--- config.mk ---
export PLATFORM = sky130hd
export DESIGN_NAME = pl_mixed_pipe
export DESIGN_NICKNAME = d
export VERILOG_FILES = /design/src/rtl/pl_pkg.sv /design/src/rtl/pl_stage_ctrl.sv /design/src/rtl/pl_stage_data.sv /design/src/rtl/pl_mixed_pipe.sv
export SDC_FILE = /design/constraint.sdc
export NUM_CORES = 1
export LEC_CHECK = 0
export CAP_MARGIN = 15
export CORE_AREA = 2 2 69 97
export CTS_CLUSTER_SIZE = 16
export DETAILED_ROUTE_END_ITERATION = 12
export DIE_AREA = 0 0 71 99
export GPL_ROUTABILITY_DRIVEN = 0
export GPL_TIMING_DRIVEN = 0
export HOLD_SLACK_MARGIN = 0.15
export PLACE_DENSITY = 0.56
export SYNTH_ARGS = -nofsm -noshare
export SYNTH_HDL_FRONTEND = slang
export SYNTH_SLANG_ARGS = --single-unit
--- constraint.sdc ---
create_clock -name clk -period 1.9 [get_ports clk]
set_clock_uncertainty 0.1 [all_clocks]
set_input_delay 0.475 -clock clk [delete_from_list [all_inputs] [get_ports clk]]
set_output_delay 0.475 -clock clk [all_outputs]
set_load 0.02 [all_outputs]
--- src/rtl/pl_pkg.sv ---
// Package: stage kinds and the per-kind valid and permit rules shared by
// the pipeline stages. Assumes at most MAX_STAGES stages, 2 bits per kind.
package pl_pkg;

    localparam int MAX_STAGES = 8;
    localparam int KIND_W     = 2;
    localparam int KVEC_W     = MAX_STAGES * KIND_W;

    typedef enum logic [KIND_W-1:0] {
        KIND_CONT    = 2'd0,
        KIND_NOSTALL = 2'd1,
        KIND_STALL   = 2'd2,
        KIND_RUNOFF  = 2'd3
    } stage_kind_e;

    // Extract the kind of stage idx from the packed kind vector.
    function automatic stage_kind_e kind_at(logic [KVEC_W-1:0] kvec, int idx);
        return stage_kind_e'(kvec[KIND_W*idx +: KIND_W]);
    endfunction

    // True when the first n stages are all continuous.
    function automatic bit all_continuous(logic [KVEC_W-1:0] kvec, int n);
        bit r;
        r = 1'b1;
        for (int k = 0; k < n; k++) begin
            if (kind_at(kvec, k) != KIND_CONT) r = 1'b0;
        end
        return r;
    endfunction

    // Valid of a stage, given its kind, enable, held permit and stall.
    function automatic logic kind_valid(stage_kind_e kind, logic en,
                                        logic permit, logic stall);
        logic v;
        case (kind)
            KIND_STALL:  v = en & ~stall;
            KIND_RUNOFF: v = en & (permit | ~stall);
            default:     v = en;
        endcase
        return v;
    endfunction

    // Permit a stage hands downstream.
    function automatic logic kind_permit_out(stage_kind_e kind, logic valid,
                                             logic permit);
        logic p;
        case (kind)
            KIND_NOSTALL: p = valid;
            KIND_RUNOFF:  p = permit;
            default:      p = 1'b0;
        endcase
        return p;
    endfunction

endpackage

--- src/rtl/pl_stage_ctrl.sv ---
// Stage controller for stages 1..N-1: holds the one-bit enable and the
// drain permit, and forms the stage valid from its kind. Assumes stall is
// synchronous to clk and prev_valid/prev_permit come from the stage before.
module pl_stage_ctrl
    import pl_pkg::*;
#(
    parameter stage_kind_e KIND = KIND_CONT
) (
    input  logic clk,
    input  logic rst_n,
    input  logic stall,
    input  logic prev_valid,
    input  logic prev_permit,
    output logic en,
    output logic valid,
    output logic permit_out
);

    logic en_q;
    logic permit_q;
    logic advance;

    // Decide when the enable register may take the upstream valid.
    always_comb begin
        case (KIND)
            KIND_STALL:  advance = ~stall;
            KIND_RUNOFF: advance = ~stall | prev_permit | valid;
            default:     advance = 1'b1;
        endcase
    end

    // Enable register: clears on reset, captures upstream valid on advance.
    always_ff @(posedge clk) begin
        if (!rst_n)       en_q <= 1'b0;
        else if (advance) en_q <= prev_valid;
    end

    // Permit register: follows the upstream permit every clock.
    always_ff @(posedge clk) begin
        if (!rst_n) permit_q <= 1'b0;
        else        permit_q <= prev_permit;
    end

    // Stage outputs derived from the kind rules.
    always_comb begin
        en         = en_q;
        valid      = kind_valid(KIND, en_q, permit_q, stall);
        permit_out = kind_permit_out(KIND, valid, permit_q);
    end

    generate
        if (KIND == KIND_STALL) begin : g_stall_chk
            AST_STALL_EN_HOLD: assert property (@(posedge clk) disable iff (!rst_n)
                stall |=> $stable(en_q)) else $error("enable moved under stall");
        end
        if (KIND == KIND_NOSTALL) begin : g_nostall_chk
            AST_NOSTALL_STALL_BLIND: assert property (@(posedge clk) disable iff (!rst_n)
                (stall && en_q) |-> valid) else $error("non-stallable valid masked");
        end
    endgenerate

endmodule

--- src/rtl/pl_stage_data.sv ---
// Stage datapath: adds the stage constant to the incoming word and
// registers the sum. Assumes load is the stage valid; when ALWAYS_LOAD is
// set (fully continuous pipeline) the register loads every clock.
module pl_stage_data #(
    parameter int               DATA_W      = 8,
    parameter logic [DATA_W-1:0] STEP       = '0,
    parameter bit               ALWAYS_LOAD = 1'b0
) (
    input  logic              clk,
    input  logic              rst_n,
    input  logic              load,
    input  logic [DATA_W-1:0] din,
    output logic [DATA_W-1:0] q
);

    logic [DATA_W-1:0] sum;
    logic              do_load;

    // Placeholder stage function and load decision.
    assign sum     = din + STEP;
    assign do_load = ALWAYS_LOAD ? 1'b1 : load;

    // Data register with synchronous clear.
    always_ff @(posedge clk) begin
        if (!rst_n)       q <= '0;
        else if (do_load) q <= sum;
    end

    AST_DATA_CAPTURE: assert property (@(posedge clk) disable iff (!rst_n)
        load |=> (q == $past(din) + STEP)) else $error("stage data not captured");
    generate
        if (!ALWAYS_LOAD) begin : g_hold_chk
            AST_DATA_HOLD: assert property (@(posedge clk) disable iff (!rst_n)
                !load |=> $stable(q)) else $error("stage data moved while idle");
        end
    endgenerate

endmodule

--- src/rtl/pl_mixed_pipe.sv ---
// Top: linear pipeline of NUM_STAGES stages with per-stage kinds taken from
// STAGE_KINDS (2 bits per stage, stage 0 in the low bits). Stage 0 is
// enabled by go; stages 0..N-2 end in a data register; the last stage drives
// the result combinationally. Assumes 2 <= NUM_STAGES <= pl_pkg::MAX_STAGES.
module pl_mixed_pipe
    import pl_pkg::*;
#(
    parameter int                NUM_STAGES  = 5,
    parameter int                DATA_W      = 8,
    parameter logic [KVEC_W-1:0] STAGE_KINDS = 16'h03DA
) (
    input  logic              clk,
    input  logic              rst_n,
    input  logic              go,
    input  logic              stall,
    input  logic [DATA_W-1:0] data_in,
    output logic [DATA_W-1:0] data_out,
    output logic              out_valid
);

    localparam bit          ALL_CONT  = all_continuous(STAGE_KINDS, NUM_STAGES);
    localparam stage_kind_e HEAD_KIND = kind_at(STAGE_KINDS, 0);
    localparam logic [DATA_W-1:0] LAST_STEP = DATA_W'(NUM_STAGES);

    logic [NUM_STAGES-1:0] st_en;
    logic [NUM_STAGES-1:0] st_valid;
    logic [NUM_STAGES-1:0] st_permit;
    logic [DATA_W-1:0]     dreg [NUM_STAGES-1];

    // Stage 0 control: enable is go, no permit arrives from upstream.
    always_comb begin
        st_en[0]     = go;
        st_valid[0]  = kind_valid(HEAD_KIND, go, 1'b0, stall);
        st_permit[0] = kind_permit_out(HEAD_KIND, st_valid[0], 1'b0);
    end

    generate
        for (genvar i = 1; i < NUM_STAGES; i++) begin : g_ctrl
            localparam stage_kind_e KI = kind_at(STAGE_KINDS, i);

            pl_stage_ctrl #(.KIND(KI)) u_ctrl (
                .clk        (clk),
                .rst_n      (rst_n),
                .stall      (stall),
                .prev_valid (st_valid[i-1]),
                .prev_permit(st_permit[i-1]),
                .en         (st_en[i]),
                .valid      (st_valid[i]),
                .permit_out (st_permit[i])
            );

            if (KI == KIND_NOSTALL) begin : g_ns_chk
                AST_NOSTALL_FOLLOW: assert property (@(posedge clk) disable iff (!rst_n)
                    1'b1 |=> (st_en[i] == $past(st_valid[i-1])))
                    else $error("non-stallable enable missed upstream valid");
            end
            if (KI == KIND_RUNOFF) begin : g_ro_chk
                AST_RUNOFF_DRAIN: assert property (@(posedge clk) disable iff (!rst_n)
                    (st_valid[i-1] && st_permit[i-1]) |=> st_en[i])
                    else $error("runoff stage refused a permitted token");
                AST_RUNOFF_NO_DUP: assert property (@(posedge clk) disable iff (!rst_n)
                    (st_valid[i] && !st_valid[i-1]) |=> !st_en[i])
                    else $error("runoff token kept after issue");
            end
        end

        for (genvar i = 0; i < NUM_STAGES - 1; i++) begin : g_data
            localparam stage_kind_e KI = kind_at(STAGE_KINDS, i);
            logic [DATA_W-1:0] stage_in;

            if (i == 0) begin : g_src_in
                assign stage_in = data_in;
            end else begin : g_src_reg
                assign stage_in = dreg[i-1];
            end

            pl_stage_data #(
                .DATA_W     (DATA_W),
                .STEP       (DATA_W'(i + 1)),
                .ALWAYS_LOAD(ALL_CONT)
            ) u_data (
                .clk  (clk),
                .rst_n(rst_n),
                .load (st_valid[i]),
                .din  (stage_in),
                .q    (dreg[i])
            );

            if (KI == KIND_STALL) begin : g_sd_chk
                AST_STALL_DATA_HOLD: assert property (@(posedge clk) disable iff (!rst_n)
                    stall |=> $stable(dreg[i]))
                    else $error("stallable data moved under stall");
            end
        end
    endgenerate

    // Last stage: combinational result and valid.
    always_comb begin
        data_out  = dreg[NUM_STAGES-2] + LAST_STEP;
        out_valid = st_valid[NUM_STAGES-1];
    end

    AST_OUT_NEEDS_ENABLE: assert property (@(posedge clk) disable iff (!rst_n)
        out_valid |-> st_en[NUM_STAGES-1]) else $error("output valid without enable");

endmodule

==> impl_metrics.toml <==
[status]
outcome = "completed"

[synth]
synth_largest_area_cell = "sky130_fd_sc_hd__dfxtp_1"
post_synthesis_cell_count = 207
yosysWarnings = 0
postSynth.asyncResetShare_pct = 0
synth_enable_flop_cells = 0
synthSimpleGateAreaFrac_pct = 16.6
syn-mean-instance-area_um2 = 8.68
yosys.area_share.adder_pct = 3.48
yosys_most_used_dff = "sky130_fd_sc_hd__dfxtp_1"
synth.mux.area_fraction_pct = 2.23
largest_family_of_logic_cells_by_synthesized_area = "compound AO/OA/AOI/OAI gates"
synth_seq_area_share_pct = 42.3
synth.top_cells.by_area = "sky130_fd_sc_hd__dfxtp_1 42%, sky130_fd_sc_hd__o21ai_0 7.0%, sky130_fd_sc_hd__a21oi_1 5.0%, sky130_fd_sc_hd__xor2_1 4.9%, sky130_fd_sc_hd__xnor2_1 4.4%"
synth-compound-area-share_pct = 21.8
synthesis.nets = 224
cell_variety_after_synth = 34
xor_xnor_share_of_the_synthesized_area_pct = 9.26
synth_seq_cells = 38
yosysTopAreaCellShare_pct = 42.3
mappedNetlistArea_mm2 = 0.00180

[timing]
worst_slack_ns = 0.0469
post-route-min-period_ns = 1.85
timing_hold_violations_final = 0
share_of_the_clock_period_used_by_the_worst_path_pct = 97.5
whs_ns = 0.354
maxSlewHeadroom_pct = 64.9
grt_setup_unrepaired = "yes"
fmax_mhz = 540
max_slew_violation_count = 0
worst_slew_pin_slew_ns = 0.526
report.final.setup_viol = 0

[critical_path]
cp-endpoint = "data_out[6]"
cpLargestDelayFamily = "flip-flops"
crit_path_launch = "g_data[3].u_data.q[0]"
cp_slowest_stage_delay_ns = 0.35
worst_r2r_startpoint = "g_data[1].u_data.q[0]"
crit_path_cell_trace = "ha_4 > o2111ai_2 > xnor2_1 > buf_2"
critical_path_arrival_ns = 1.28
path_buf_inv = 1
crit_path_max_fanout = 4
worst-path-stages = 4
worst_setup_path_start_kind = "register"
rr_worst_depth = 4
rrSetupSlack_ns = 0.49
cp_slowest_cell = "sky130_fd_sc_hd__dfxtp_2"
worstReg2RegEnd = "g_data[2].u_data.q[6]"
req_time_crit_path_ns = 1.32
path_class = "reg -> out"
endpoint_class_of_the_critical_path = "primary output"

[placed_design]
place.detailed.hpwl_mm = 2.79
dp_slack_ns = -0.505
i_o_buffers = 19

[global_route]
initial_antenna_violation_count = 0
overflow = 0
maximum_number_of_pins_on_one_net_before_global_route_repair = 11
wire_length_of_the_first_global_routing_pass_mm = 6.16
grt.total_usage_pct = 11.0
grt_pass1_vias = 1417

[floorplan]
core_area_mm2 = 0.00617
die_area_mm2 = 0.00703
ios = 21
floorplan.initialDensity_pct = 29.1
die_x_um = 71
floorplan.rows = 34
chipHeight_um = 99

[clocking]
cts.sinks = 38
htree_levels = 2
postCtsSetupRepairBufs = 0
clock_insertion_delay_worst_skew_ns = 0.28
clock_tree_from_tritoncts = "yes"
cts-buffers-inserted = 5
clock_transition_at_the_register_clock_pins_on_the_worst_setup_and_hold_paths_after_cts_ns = 0.07
clock-root-buffer = "sky130_fd_sc_hd__clkbuf_8"
cts_buffer_depth = 2

[finish]
num_antenna_cells = 0
layout.cells.most_common = "sky130_fd_sc_hd__dfxtp_1"
final_layout_size_suffix_gt1_share_pct = 12.4
layout-area-overhead-vs-synth_pct = 19.9
final_core_util_pct = 34.9
design.final.nets = 250
layout_common_cells = "32 x sky130_fd_sc_hd__dfxtp_1, 24 x sky130_fd_sc_hd__o21ai_0, 17 x sky130_fd_sc_hd__a21oi_1"

[route]
drtPass1Iterations = 4
post_drt_wl_per_cell_um = 11.9
drt-met1-wl_mm = 1.46
met2RoutedLength_mm = 2.02
drt_iter0_drc = 35
drc = 0
vias = 1467
detail_route.vias_per_cell = 4.81
route.final.wire_length_mm = 3.62
met3_length_um = 130
detail-route-antenna-nets = 0
topRoutingLayerUsed = "met4"

[power_and_ir_drop]
power_leakage_nw = 0.754
vdd.ir_drop.worst_mv = 0.337
p_per_area_mw_per_mm2 = 689

[hold_path]
worst_hold_path_type = "reg -> reg"

[run]
max_cap_violations = 0
[worst min-delay path, stage by stage (launching register included)]
cell and delay [ns]:
sky130_fd_sc_hd__dfxtp_1 0.31, sky130_fd_sc_hd__nand2_1 0.05, sky130_fd_sc_hd__a21oi_1 0.05
[worst min path at each step]
stage,start,end,slack [ns],depth (start not counted)
6_report,g_ctrl[1].u_ctrl.en,g_ctrl[1].u_ctrl.en,0.35,2
3_3_place_gp,g_ctrl[1].u_ctrl.en,g_ctrl[1].u_ctrl.en,0.34,2
4_1_cts,g_ctrl[1].u_ctrl.en,g_ctrl[1].u_ctrl.en,0.36,2
2_1_floorplan,g_ctrl[1].u_ctrl.en,g_ctrl[1].u_ctrl.en,0.33,2
5_1_grt,g_ctrl[1].u_ctrl.en,g_ctrl[1].u_ctrl.en,0.38,2
3_5_place_dp,g_ctrl[1].u_ctrl.en,g_ctrl[1].u_ctrl.en,0.35,2
[report_power, final]
| part | switching [W] | internal, W |
|---|---|---|
| logic | 0.0000704 | 0.0000602 |
| clock network | 0.000256 | 0.000252 |
| registers | 0.0000236 | 0.000822 |
[sequential cells by signal, indices dropped and copies added, names as in the netlist]
| name | flops |
|---|---|
| g_data.u_data.q | 32 |
| g_ctrl.u_ctrl.en | 4 |
| g_ctrl.u_ctrl.permit_out | 2 |
[repair_timing]
action,in CTS,in global routing
gates resized for setup,37,8
hold buffers,0,0
pin swaps,0,0
endpoints found under the setup margin,8,7
[Yosys cell counts (2+ instances only)]
library cell                instances
sky130_fd_sc_hd__xnor2_1            9
sky130_fd_sc_hd__nor2b_1            2
sky130_fd_sc_hd__and2_1             3
sky130_fd_sc_hd__o21ai_0           25
sky130_fd_sc_hd__a21oi_1           18
sky130_fd_sc_hd__and3_1             2
sky130_fd_sc_hd__and4_1             2
sky130_fd_sc_hd__ha_1               5
sky130_fd_sc_hd__inv_1              7
sky130_fd_sc_hd__a31oi_1            6
sky130_fd_sc_hd__nand3_1           13
sky130_fd_sc_hd__or3_1              6
sky130_fd_sc_hd__a211oi_1          10
sky130_fd_sc_hd__mux2i_1            4
sky130_fd_sc_hd__clkbuf_1           5
sky130_fd_sc_hd__nand2_1            9
sky130_fd_sc_hd__nand2b_1           2
sky130_fd_sc_hd__buf_2              4
sky130_fd_sc_hd__xor2_1            10
sky130_fd_sc_hd__dfxtp_1           38
sky130_fd_sc_hd__o2111ai_1          2
sky130_fd_sc_hd__nor2_1            13
[metrics by stage]
| stage | std cells | instance area (um^2) | total power [W] | TNS (ns) |
|---|---|---|---|---|
| after global routing | 305 | 2150 | 0.00156 | -0.0441 |
| after detailed placement | 298 | 2080 | 0.000998 | -2.71 |
| after CTS | 305 | 2150 | 0.00151 | -0.0129 |
| after floorplan | 207 | 1800 | 0.000940 | 0 |
| after global placement | 298 | 2080 | 0.000997 | -2.65 |
| final | 305 | 2150 | 0.00148 | 0 |
[area by class of cell]
type / instances / area [um^2]
multi-input combinational: 151 / 981
fill: 664 / 4010
inverter: 7 / 26.3
tap: 72 / 90.1
clock buffer: 7 / 76.3
sequential: 38 / 768
buffer: 11 / 51.3
timing repair buffer: 19 / 161
[cell families (layout without fill, tap and decap cells)]
family,count (synthesis),count (layout)
compound gates,66,66
mux,4,4
buf+inv,18,44
simple gates,57,57
flops,38,38
xor+xnor,19,19
fa+ha+maj,5,5
[routing by layer]
layer,global-route usage [%],vias up
met2,21.8,23
met4,2.61,0
met3,3.37,2
met1,10.8,653
li1,-,789
met5,0,-
No activity file was read; power rests on OpenSTA's default activity.
